===== config.mk =====
export PLATFORM = sky130hd
export DESIGN_NAME = nip_unit
export DESIGN_NICKNAME = d
export VERILOG_FILES = /design/src/rtl/nip_pkg.sv /design/src/rtl/nip_cond.sv /design/src/rtl/nip_target.sv /design/src/rtl/nip_unit.sv
export SDC_FILE = /design/constraint.sdc
export NUM_CORES = 1
export LEC_CHECK = 0
export ABC_CLOCK_PERIOD_IN_PS = 2800
export BUFFER_PORTS_ARGS = -buffer_cell sky130_fd_sc_hd__buf_2
export CAP_MARGIN = 20
export CORE_MARGIN = 4
export CORE_UTILIZATION = 46
export CTS_BUF_LIST = sky130_fd_sc_hd__clkbuf_2 sky130_fd_sc_hd__clkbuf_4 sky130_fd_sc_hd__clkbuf_8
export DETAILED_ROUTE_END_ITERATION = 6
export PLACE_DENSITY = 0.78
export SETUP_SLACK_MARGIN = 0.2
export SLEW_MARGIN = 20
export SYNTH_ARGS = -nofsm -noshare
export SYNTH_HDL_FRONTEND = slang
export SYNTH_SLANG_ARGS = --single-unit

===== constraint.sdc =====
create_clock -name clk -period 2.8 [get_ports clk]
set_input_delay 0.56 -clock clk [delete_from_list [all_inputs] [get_ports clk]]
set_output_delay 0.56 -clock clk [all_outputs]
set_load 0.02 [all_outputs]

===== src/rtl/nip_pkg.sv =====
package nip_pkg;
    typedef enum logic [2:0] {
        OP_SEQ  = 3'd0,
        OP_JMP  = 3'd1,
        OP_JCC  = 3'd2,
        OP_CALL = 3'd3,
        OP_RET  = 3'd4
    } op_e;

    typedef enum logic [2:0] {
        TB_ZERO  = 3'd0,
        TB_CARRY = 3'd1,
        TB_BELEQ = 3'd2,
        TB_LESS  = 3'd3,
        TB_LSEQ  = 3'd4,
        TB_SIGN  = 3'd5,
        TB_OVFL  = 3'd6,
        TB_TRUE  = 3'd7
    } test_e;

    localparam int FL_CF = 0;
    localparam int FL_ZF = 1;
    localparam int FL_SF = 2;
    localparam int FL_OF = 3;
endpackage


===== src/rtl/nip_cond.sv =====
module nip_cond
    import nip_pkg::*;
(
    input  logic [3:0] cond,
    input  logic [3:0] flags,
    output logic       hit
);
    logic cf, zf, sf, of, lt, base;

    always_comb begin
        cf = flags[FL_CF];
        zf = flags[FL_ZF];
        sf = flags[FL_SF];
        of = flags[FL_OF];
        lt = sf ^ of;
        unique case (test_e'(cond[3:1]))
            TB_ZERO:  base = zf;
            TB_CARRY: base = cf;
            TB_BELEQ: base = cf | zf;
            TB_LESS:  base = lt;
            TB_LSEQ:  base = zf | lt;
            TB_SIGN:  base = sf;
            TB_OVFL:  base = of;
            default:  base = 1'b1;
        endcase
        hit = base ^ cond[0];
    end
endmodule


===== src/rtl/nip_target.sv =====
module nip_target #(
    parameter int IP_W    = 16,
    parameter int SHORT_W = 8
) (
    input  logic [IP_W-1:0] ip_post,
    input  logic [IP_W-1:0] disp,
    input  logic            short_sel,
    output logic [IP_W-1:0] target
);
    localparam int EXT_W = IP_W - SHORT_W;

    logic [IP_W-1:0] short_ext;
    logic [IP_W-1:0] offset;

    generate
        if (EXT_W > 0) begin : g_ext
            assign short_ext = {{EXT_W{disp[SHORT_W-1]}}, disp[SHORT_W-1:0]};
        end else begin : g_full
            assign short_ext = disp;
        end
    endgenerate

    always_comb begin
        offset = short_sel ? short_ext : disp;
        target = ip_post + offset;
    end
endmodule


===== src/rtl/nip_unit.sv =====
module nip_unit
    import nip_pkg::*;
#(
    parameter int IP_W    = 16,
    parameter int SHORT_W = 8
) (
    input  logic            clk,
    input  logic            rst_n,
    input  logic            in_valid,
    input  logic [2:0]      op,
    input  logic [IP_W-1:0] ip_post,
    input  logic [IP_W-1:0] disp,
    input  logic [3:0]      cond,
    input  logic [3:0]      flags,
    input  logic [IP_W-1:0] ret_addr,
    output logic            out_valid,
    output logic [IP_W-1:0] next_ip,
    output logic            taken,
    output logic            push_req,
    output logic [IP_W-1:0] push_addr
);
    typedef struct packed {
        logic            vld;
        logic [IP_W-1:0] nip;
        logic            tkn;
        logic            push;
        logic [IP_W-1:0] paddr;
    } state_t;

    state_t          st_d, st_q;
    logic            cond_hit;
    logic [IP_W-1:0] target;
    logic            is_short;

    assign is_short = (op_e'(op) == OP_JCC);

    nip_cond u_cond (
        .cond  (cond),
        .flags (flags),
        .hit   (cond_hit)
    );

    nip_target #(.IP_W(IP_W), .SHORT_W(SHORT_W)) u_target (
        .ip_post   (ip_post),
        .disp      (disp),
        .short_sel (is_short),
        .target    (target)
    );

    always_comb begin
        st_d       = st_q;
        st_d.vld   = in_valid;
        st_d.tkn   = 1'b0;
        st_d.push  = 1'b0;
        if (in_valid) begin
            unique case (op_e'(op))
                OP_JMP: begin
                    st_d.nip = target;
                    st_d.tkn = 1'b1;
                end
                OP_JCC: begin
                    st_d.nip = cond_hit ? target : ip_post;
                    st_d.tkn = cond_hit;
                end
                OP_CALL: begin
                    st_d.nip   = target;
                    st_d.tkn   = 1'b1;
                    st_d.push  = 1'b1;
                    st_d.paddr = ip_post;
                end
                OP_RET: begin
                    st_d.nip = ret_addr;
                    st_d.tkn = 1'b1;
                end
                default: st_d.nip = ip_post;
            endcase
        end
    end

    always_ff @(posedge clk) begin
        if (!rst_n) st_q <= '0;
        else        st_q <= st_d;
    end

    assign out_valid = st_q.vld;
    assign next_ip   = st_q.nip;
    assign taken     = st_q.tkn;
    assign push_req  = st_q.push;
    assign push_addr = st_q.paddr;
endmodule


==> results.sh, run 1 <==
export IMPL_status="finished, final reports clean"
export IMPL_ys_ff_latch=35
export IMPL_vias=3057
export IMPL_place_congestion=1.01
export IMPL_yosys_area_share_adder=0.0839
export IMPL_vdd_drop_max_uv=229
export IMPL_dp_hpwl_um=6590
export IMPL_slowest_delay_ns=0.42
export IMPL_maxSlewHeadroom=0.436
export IMPL_dr_pass1_iters=4
export IMPL_yosysTopAreaCell="dfxtp_1"
export IMPL_ys_top_cells_by_area="dfxtp_1 27%, nand2_1 9.6%, ha_1 7.6%, a21boi_0 4.9%, a21o_1 4.0%"
export IMPL_async_reset_ff_frac=0
export IMPL_synthToLayoutAreaGrowth_pct=38.6
export IMPL_min_period_ns=2.75
export IMPL_grt_pass1_wl_um=14200
export IMPL_drc=0
export IMPL_num_fill_cells=436
export IMPL_grt_util_met3=0.0444
export IMPL_syn_inst=338
export IMPL_via_per_inst=5.78
export IMPL_synth_distinct_cells=62
export IMPL_drtIter0Drc=202
export IMPL_coreArea_sq_um=5510
export IMPL_preCtsSetupSlack_ns=-0.277
export IMPL_synth_compound_area_frac=0.338
export IMPL_track_usage=0.243
export IMPL_start_util=0.477
export IMPL_drive_gt1_frac=0.387
export IMPL_insertion_delay_ns=0.29
export IMPL_post_dp_cell_area_sq_um=3340
export IMPL_clk_pin_slew_ns=0.07
export IMPL_crit_path_start_kind="primary input"
export IMPL_yosysSeqAreaShare=0.267
export IMPL_num_rows=27
export IMPL_maxCapViolations=0
export IMPL_synth_edf_count=0
export IMPL_layout_nets=535
export IMPL_path_class="in2reg"
export IMPL_ctsRootBufferMaster="clkbuf_8"
export IMPL_setup_violations=0
export IMPL_wire_per_inst_um=17.4
export IMPL_antenna_found_initial=0
export IMPL_cts_buffers=5
export IMPL_synthFlopType="dfxtp_1"
export IMPL_synth_warnings=0
export IMPL_synth_area_mux_share=0.00381
export IMPL_antenna_cells=0
export IMPL_fin_crit_sh=0.981
export IMPL_overflow=0
export IMPL_cts_buffer_depth=2
export IMPL_syn_avg_cell_area_sq_um=7.77
export IMPL_synthSimpleGateAreaFrac=0.201
export IMPL_cp_buffers_inverters=3
export IMPL_top_usage_layer="met2"
export IMPL_crit_family="compound AO/OA/AOI/OAI gates"
export IMPL_clock_fmax_mhz=364
export IMPL_slowest_stage="or3b_4"
export IMPL_syn_area_sq_um=2630
export IMPL_worst_slack_ns=0.0545
export IMPL_leakagePower_nw=1.70
export IMPL_fp_dieH_um=83.5
export IMPL_grtUsageMet1=0.321
export IMPL_finalClockSkew_ns=0
export IMPL_synth_nets=417
export IMPL_synth_top_area_share=0.267
export IMPL_io_pins=97
export IMPL_hold_buffers=0
export IMPL_cp_required_ns=3.03
export IMPL_grt_max_degree=29
export IMPL_portBuffers=96
export IMPL_grt_pass1_vias=2848
export IMPL_rsz0062_at_grt="true"
export IMPL_cp_max_fo=5
export IMPL_wirelength_um=9190
export IMPL_synth_xor_area_share=0.0500
export IMPL_path_cells="buf_8 -> or3b_4 -> a21o_1 -> ha_4 -> a21o_1 -> buf_4 -> buf_4 -> nor3_2 -> a311oi_1 -> nand2_1 -> a211oi_1 -> a221o_1 -> a22o_1"
export IMPL_finalMaxSlewViolations=0
export IMPL_hp_class="reg2reg"
export IMPL_stdcell_area_sq_um=3640
export IMPL_end_kind="flip-flop"
export IMPL_cts_tree="done"
export IMPL_arrival_ns=2.98
export IMPL_grt_met2_usage=0.406
export IMPL_die_area_sq_um=6980
export IMPL_chipWidth_um=83.5
export IMPL_clock_tree_htree_level_count=2
export IMPL_synth_top_family_by_area="compound AO/OA/AOI/OAI gates"
export IMPL_antenna_left=0
export IMPL_hold_violations=0
export IMPL_tightestPinTransition_ns=0.843
export IMPL_cts_sinks=35
export IMPL_p_per_area_nw_per_um2=438
==> cells in the mapped netlist (all sizes together), types with 3 or more instances <==
master and instances:
a21o 14, a211oi 5, ha 16, clkbuf 17
nor2b 3, and2 5, dfxtp 35, xnor2 11
o21ai 19, a21oi 16, a22oi 4, o221ai 3
nand4 3, inv 13, nand2 68, a221oi 6
nor2 18, a21boi 17, o211ai 4, buf 5
o31ai 3, a41oi 5, nand3 8, nor3 3
xor2 4
==> worst register-to-register path, stage by stage, from the launching register on <==
cell      delay (ns)
dfxtp_1         0.37
inv_1           0.05
o21ai_0         0.25
a221oi_2        0.07
a211oi_2        0.20
==> metal layers <==
metal  share of wire  wire (um)
met5               0          0
met4           0.012        114
met3           0.077        705
met2            0.50       4560
met1            0.41       3800
==> kinds of logic after synthesis <==
| kind of cell | after synthesis |
|---|---|
| and+or+nand+nor | 119 |
| xor gates and xnor gates | 15 |
| AOI/OAI and AO/OA | 116 |
| DFF | 35 |
| muxes | 1 |
| buffers and inverters | 35 |
| adders and majority gates | 17 |
==> cell usage in the layout (no fill, tap or decap), types with 4 or more instances in the layout <==
| master | n |
|---|---|
| a211oi_2 | 4 |
| a21boi_0 | 17 |
| a21o_1 | 14 |
| a21oi_1 | 13 |
| a22oi_1 | 4 |
| a41oi_1 | 4 |
| and2_1 | 4 |
| buf_2 | 94 |
| buf_4 | 35 |
| clkbuf_8 | 7 |
| dfxtp_1 | 35 |
| ha_1 | 9 |
| ha_4 | 6 |
| inv_1 | 12 |
| nand2_1 | 67 |
| nand3_1 | 7 |
| nor2_1 | 17 |
| o211ai_2 | 4 |
| o21ai_0 | 14 |
| o21ai_1 | 4 |
| xnor2_1 | 11 |
| xor2_1 | 4 |
==> cell type report <==
type / instances / area [sq um] / area share
Multi-Input combinational cell: 268 / 1910 / 0.526
Timing Repair Buffer: 133 / 782 / 0.215
Sequential cell: 35 / 701 / 0.193
Clock buffer: 8 / 104 / 0.0285
Tap cell: 72 / 90.1 / 0.0248
Inverter: 13 / 48.8 / 0.0134
==> through the flow <==
stage	hold WS [ns]	instances	utilization	total power, mW	setup TNS, ns
2_1_floorplan	0.524	338	-	0.903	-0.282
3_3_place_gp	0.436	516	0.607	1.10	-0.827
5_1_grt	0.472	529	0.661	1.67	0
6_report	0.445	529	0.661	1.59	0
4_1_cts	0.450	527	0.642	1.54	0
3_5_place_dp	0.440	516	0.607	1.11	-1.15
==> registers in the layout (all words and copies together) (netlist names) <==
register and flops:
push_addr 16, next_ip 16, taken 1, push_req 1, out_valid 1
==> path summary, 6_finish.rpt <==
path,startpoint,endpoint,slack [ns],depth (start not counted)
setup reg to reg,next_ip[14],next_ip[14],1.78,4
setup / recovery,op[2],next_ip[9],0.05,13
hold / removal,next_ip[0],next_ip[0],0.44,2
hold reg to reg,next_ip[0],next_ip[0],0.44,2
==> timing repair <==
item | CTS | global route
resized for setup | 11 | 16
setup endpoints to repair | 5 | 6
setup buffers | 3 | 2
gates cloned | 0 | 0
pin swaps | 9 | 18
==> where the power goes <==
part	internal (mW)	switching, mW	total, mW
Sequential	0.526	0.0146	0.541
Clock	0.234	0.184	0.419
Combinational	0.285	0.348	0.633
Total	1.04	0.547	1.59
No activity file was read; power rests on OpenSTA's default activity.
==> inputs of run 2 (changes only) <==
Settings changed: ABC_CLOCK_PERIOD_IN_PS 2800 to 3400, CORE_UTILIZATION 46 to 53, PLACE_DENSITY 0.78 to 0.85, TNS_END_PERCENT set to 1.
Clock period 2.8 ns to 3.4 ns, I/O delays scaled along.
==> run 2 against run 1 <==
Register-to-register slack improved by 0.59 ns. Clock power shrank 26%. Final cell count down 6.4%. Die area shrank 12%. Clock skew stayed put. Clock-buffer cell count is 2 lower.
==> results.sh, run 2 (synthesis results as in run 1) <==
export IMPL_multi_input_area_sq_um=1780
export IMPL_finalPower_mw=1.18
export IMPL_maxCapViolations=0
export IMPL_min_period_ns=3.04
export IMPL_clock_fmax_mhz=329
export IMPL_cts_buffers=5
export IMPL_crit_family="compound AO/OA/AOI/OAI gates"
export IMPL_layout_common_cells="96 x buf_2, 67 x nand2_1, 35 x dfxtp_1, 17 x nor2_1, 17 x a21boi_0"
export IMPL_path_class="in2reg"
export IMPL_slowest_stage="or3b_1"
export IMPL_path_depth=11
export IMPL_startpoint="op[2]"
export IMPL_path_cells="buf_2 -> or3b_1 -> a21o_1 -> ha_1 -> a21o_1 -> a31o_1 -> a31o_1 -> o32ai_2 -> xnor2_1 -> a221oi_2 -> a211oi_2"
export IMPL_finalClockSkew_ns=0
export IMPL_fin_crit_sh=0.895
export IMPL_overflow=0
export IMPL_num_fill_cells=428
export IMPL_tns_ns=0
export IMPL_finalMaxSlewViolations=0
export IMPL_vias=2873
export IMPL_regArea_sq_um=701
export IMPL_rr_endpoint="next_ip[15]"
export IMPL_dr_pass1_iters=4
export IMPL_rsz0062_at_grt="false"
export IMPL_reg2reg_slack_ns=2.37
export IMPL_cts_setup_buffers=0
export IMPL_p_clk_frac=0.264
export IMPL_num_rows=25
export IMPL_hold_buffers=0
export IMPL_die_area_sq_um=6140
export IMPL_worstReg2RegStart="next_ip[15]"
export IMPL_worst_slack_ns=0.359
export IMPL_drive_gt1_frac=0.299
export IMPL_drc=0
export IMPL_place_congestion=0.944
export IMPL_switching_share=0.348
export IMPL_clock_tree_htree_level_count=2
export IMPL_preCtsSetupSlack_ns=0.0542
export IMPL_cts_buffer_depth=2
export IMPL_antenna_cells=0
export IMPL_tightestPinTransition_ns=0.735
export IMPL_p_per_area_nw_per_um2=364
export IMPL_slowest_delay_ns=0.44
export IMPL_p_comb_frac=0.359
export IMPL_p_sw_mw=0.410
export IMPL_io_pins=97
export IMPL_status="finished, final reports clean"
export IMPL_maxSlewHeadroom=0.509
export IMPL_clk_pin_slew_ns=0.07
export IMPL_start_util=0.552
export IMPL_grt_pass1_wl_um=12900
export IMPL_r2r_cells=4
export IMPL_synthToLayoutAreaGrowth_pct=23.6
export IMPL_drtIter0Drc=178
export IMPL_insertion_delay_ns=0.28
export IMPL_stdcell_count=495
export IMPL_cts_sinks=35
export IMPL_fp_dieH_um=78.4
export IMPL_antenna_left=0
export IMPL_cp_max_fo=8
export IMPL_leakagePower_nw=1.53
export IMPL_dp_hpwl_um=6260
export IMPL_arrival_ns=3.19
export IMPL_layout_commonest_cell="buf_2"
export IMPL_cp_buffers_inverters=1
export IMPL_hp_class="reg2reg"
export IMPL_wire_per_inst_um=16.0
export IMPL_cts_tree="done"
export IMPL_via_per_inst=5.80
export IMPL_chipWidth_um=78.4
export IMPL_antenna_found_initial=0
export IMPL_track_usage=0.261
export IMPL_portBuffers=96
export IMPL_vdd_drop_max_uv=170
export IMPL_cts_resized=0
export IMPL_ctsRootBufferMaster="clkbuf_8"
export IMPL_layout_nets=507
export IMPL_cp_required_ns=3.55
export IMPL_coreArea_sq_um=4750
export IMPL_grt_pass1_vias=2674
export IMPL_internal_power_mw=0.769
export IMPL_placed_cells=488
export IMPL_crit_path_start_kind="primary input"
export IMPL_wirelength_um=7940
export IMPL_p_seq_frac=0.377
export IMPL_grt_max_degree=29
export IMPL_end_kind="flip-flop"
export IMPL_setup_violations=0
export IMPL_critPathCapture="next_ip[15]"
export IMPL_hold_slack_ns=0.440
export IMPL_hold_violations=0
[run 2: cell types whose count changed in the layout (fill, tap and decap cells not counted), sizes merged]
cell / previous run / this run
clkinv: 0 / 1
buf: 133 / 105
clkbuf: 8 / 6
[run 2: routing by layer]
| metal | track usage | vias up | share of wire |
|---|---|---|---|
| met4 | 0.0699 | 0 | 0.014 |
| li1 | - | 1400 | - |
| met5 | 0 | - | 0 |
| met1 | 0.355 | 1351 | 0.44 |
| met3 | 0.0562 | 9 | 0.092 |
| met2 | 0.420 | 113 | 0.45 |
[run 2: final cells by class]
cell class | count | share of cell area
well taps | 67 | 0.0258
clock buffers | 6 | 0.0255
multi-input cells | 268 | 0.547
clock inverters | 1 | 0.00154
inverters | 13 | 0.0150
flip-flops and latches | 35 | 0.216
repair buffers | 105 | 0.169
[run 2: worst min-delay path by stage]
stage | from | endpoint | slack [ns] | cells past startpoint
2_1_floorplan | next_ip[0] | next_ip[0] | 0.52 | 2
3_3_place_gp | next_ip[0] | next_ip[0] | 0.43 | 2
3_5_place_dp | next_ip[0] | next_ip[0] | 0.44 | 2
4_1_cts | next_ip[0] | next_ip[0] | 0.45 | 2
5_1_grt | next_ip[0] | next_ip[0] | 0.46 | 2
6_report | next_ip[0] | next_ip[0] | 0.44 | 2
[run 2: power groups by stage]
stage	sequential, mW	combinational, mW	clock [mW]
finish	0.445	0.424	0.311
floorplan	0.481	0.259	0
detailed placement	0.454	0.418	0
global route	0.447	0.466	0.339
CTS	0.444	0.420	0.316
global placement	0.453	0.415	0
[run 2: through the flow]
step / util / cell area [sq um]
floorplan: - / 2630
global placement: 0.664 / 3160
detailed placement: 0.664 / 3160
CTS: 0.682 / 3240
global route: 0.682 / 3240
finish: 0.682 / 3240
[run 2: worst reg2reg max path, stage by stage, from the launching register on]
cell	delay (ns)
dfxtp_1	0.38
inv_1	0.05
o21ai_0	0.28
a221oi_2	0.07
a211oi_2	0.18
==> inputs of run 3 (changes only) <==
Settings changed: ABC_AREA set to 1, PLACE_DENSITY 0.85 to 0.84, RECOVER_POWER set to 100.
==> run 3 against run 2 <==
Register-to-register slack improved by 0.31 ns. Worst setup slack improved by 0.089 ns. Wire length up 6.9%. Sequential share of layout area fell by 1.1 points. Core utilization shrank 2.2 points. Final cell count rose by 31%. Clock skew stayed put. Critical path depth increased by 2. Final area increased by 5.4%. Combinational power up 2%. Synthesized cell count is 43% higher. Worst hold slack gained 0.025 ns. Largest cell class unchanged.
==> results.sh, run 3 <==
export IMPL_min_period_ns=2.95
export IMPL_synth_distinct_cells=34
export IMPL_path_depth=13
export IMPL_hp_class="reg2reg"
export IMPL_cts_buffer_depth=2
export IMPL_drive_gt1_frac=0.135
export IMPL_grt_max_degree=34
export IMPL_start_util=0.555
export IMPL_fp_dieH_um=81.6
export IMPL_yosysSeqAreaShare=0.244
export IMPL_tightestPinTransition_ns=1.37
export IMPL_synth_most_common_cell="nand2_1"
export IMPL_syn_area_sq_um=2870
export IMPL_cp_required_ns=3.60
export IMPL_drc=0
export IMPL_clk_pin_slew_ns=0.07
export IMPL_synthToLayoutAreaGrowth_pct=19.0
export IMPL_num_rows=26
export IMPL_antenna_left=0
export IMPL_synth_warnings=0
export IMPL_slowest_delay_ns=0.71
export IMPL_tns_ns=0
export IMPL_slowest_stage="nor2_1"
export IMPL_cts_resized=0
export IMPL_hold_buffers=0
export IMPL_ys_ff_latch=35
export IMPL_hold_violations=0
export IMPL_holdPathStages=2
export IMPL_dp_hpwl_um=6690
export IMPL_drtIter0Drc=296
export IMPL_p_per_area_nw_per_um2=370
export IMPL_cts_buffers=5
export IMPL_finalPower_mw=1.27
export IMPL_leakagePower_nw=1.85
export IMPL_r2r_cells=2
export IMPL_coreArea_sq_um=5170
export IMPL_antenna_cells=0
export IMPL_synth_nets=564
export IMPL_cts_sinks=35
export IMPL_status="finished, final reports clean"
export IMPL_ctsRootBufferMaster="clkbuf_8"
export IMPL_preCtsSetupSlack_ns=0.379
export IMPL_vias=3319
export IMPL_rsz0062_at_grt="false"
export IMPL_synthFlopType="dfxtp_1"
export IMPL_maxSlewHeadroom=0.0890
export IMPL_finalMaxSlewViolations=0
export IMPL_chipWidth_um=81.6
export IMPL_die_area_sq_um=6660
export IMPL_ys_top_cells_by_area="dfxtp_1 24%, nand2_1 22%, a21oi_1 9.6%, inv_1 7.8%, ha_1 7.0%"
export IMPL_arrival_ns=3.16
export IMPL_async_reset_ff_frac=0
export IMPL_reg2reg_slack_ns=2.68
export IMPL_portBuffers=96
export IMPL_cts_setup_buffers=0
export IMPL_wire_per_inst_um=13.1
export IMPL_path_class="in2reg"
export IMPL_layout_common_cells="170 x nand2_1, 63 x inv_1, 60 x a21oi_1, 59 x buf_2, 45 x nor2_1"
export IMPL_cp_buffers_inverters=6
export IMPL_cp_max_fo=21
export IMPL_clock_tree_htree_level_count=2
export IMPL_cts_tree="done"
export IMPL_syn_avg_cell_area_sq_um=5.92
export IMPL_via_per_inst=5.13
export IMPL_path_cells="clkbuf_1 -> inv_1 -> nand3_1 -> inv_1 -> nor2_1 -> inv_1 -> nand2_1 -> inv_1 -> nand2_1 -> inv_1 -> nand2_1 -> nand2_1 -> a21oi_1"
export IMPL_synthTopCellsByCount="170 x nand2_1, 60 x inv_1, 55 x a21oi_1"
export IMPL_antenna_found_initial=0
export IMPL_setup_violations=0
export IMPL_finalClockSkew_ns=0
export IMPL_crit_path_start_kind="primary input"
export IMPL_wirelength_um=8480
export IMPL_crit_top_cell="inv_1"
export IMPL_fin_crit_sh=0.868
export IMPL_vdd_drop_max_uv=224
export IMPL_synth_top_area_share=0.244
export IMPL_track_usage=0.256
export IMPL_maxCapViolations=0
export IMPL_dr_pass1_iters=5
export IMPL_overflow=0
export IMPL_insertion_delay_ns=0.29
export IMPL_synth_edf_count=0
export IMPL_layout_commonest_cell="nand2_1"
export IMPL_place_congestion=0.925
export IMPL_syn_inst=485
export IMPL_crit_family="simple AND/OR/NAND/NOR gates"
export IMPL_grt_pass1_vias=3015
export IMPL_yosysTopAreaCell="dfxtp_1"
export IMPL_layout_nets=655
export IMPL_grt_pass1_wl_um=13500
export IMPL_worst_slack_ns=0.447
export IMPL_end_kind="flip-flop"
export IMPL_clock_fmax_mhz=339
export IMPL_io_pins=97
export IMPL_num_fill_cells=538
-- run 3: logic make-up (layout without fill, tap and decap cells) --
logic type | after synthesis | after routing | share of synthesized area
AND/OR/NAND/NOR | 247 | 247 | 0.358
AO/OA/AOI/OAI | 97 | 97 | 0.185
buffers and inverters | 81 | 173 | 0.113
flip-flops | 35 | 35 | 0.244
adder cells (fa/ha/maj) | 17 | 17 | 0.0767
XOR/XNOR | 8 | 8 | 0.0244
-- run 3: through the flow --
| step | hold slack, ns | area [sq um] | cells | util |
|---|---|---|---|---|
| 2_1_floorplan | 0.545 | 2870 | 485 | - |
| 3_3_place_gp | 0.453 | 3390 | 639 | 0.656 |
| 3_5_place_dp | 0.453 | 3390 | 639 | 0.656 |
| 4_1_cts | 0.464 | 3510 | 647 | 0.678 |
| 5_1_grt | 0.496 | 3420 | 647 | 0.661 |
| 6_report | 0.465 | 3420 | 647 | 0.661 |
-- run 3: tightest hold or removal path: stages (launching register included) --
cell and delay, ns:
dfxtp_1 0.31, nand2_1 0.06, a21oi_1 0.05
-- run 3: path summary, 6_finish.rpt --
check / start / to
worst min register to register: next_ip[1] / next_ip[1]
worst max-delay path: op[0] / next_ip[2]
worst max register to register: next_ip[14] / next_ip[14]
worst min-delay path: next_ip[1] / next_ip[1]
-- run 3: area by class of cell --
type                    count  area [sq um]  share of cell area
well taps                  70          87.6              0.0256
clock inverters             2          35.0              0.0102
flip-flops and latches     35           701               0.205
repair buffers            100           457               0.134
inverters                  65           244              0.0714
multi-input cells         369          1810               0.530
clock buffers               6          82.6              0.0242
-- run 3: per-layer routing --
metal,global-route usage,up-vias,part of all wire
met2,0.411,134,0.45
met4,0.108,0,0.026
met5,0,-,0
met1,0.349,1458,0.45
met3,0.0274,20,0.075
li1,-,1707,-
-- run 3: power by group --
| group | internal (mW) | total, mW | leakage, nW | switching, mW |
|---|---|---|---|---|
| sequential | 0.433 | 0.445 | 0.286 | 0.0122 |
| combinational | 0.152 | 0.431 | 1.50 | 0.279 |
| clock | 0.237 | 0.389 | 0.0612 | 0.152 |
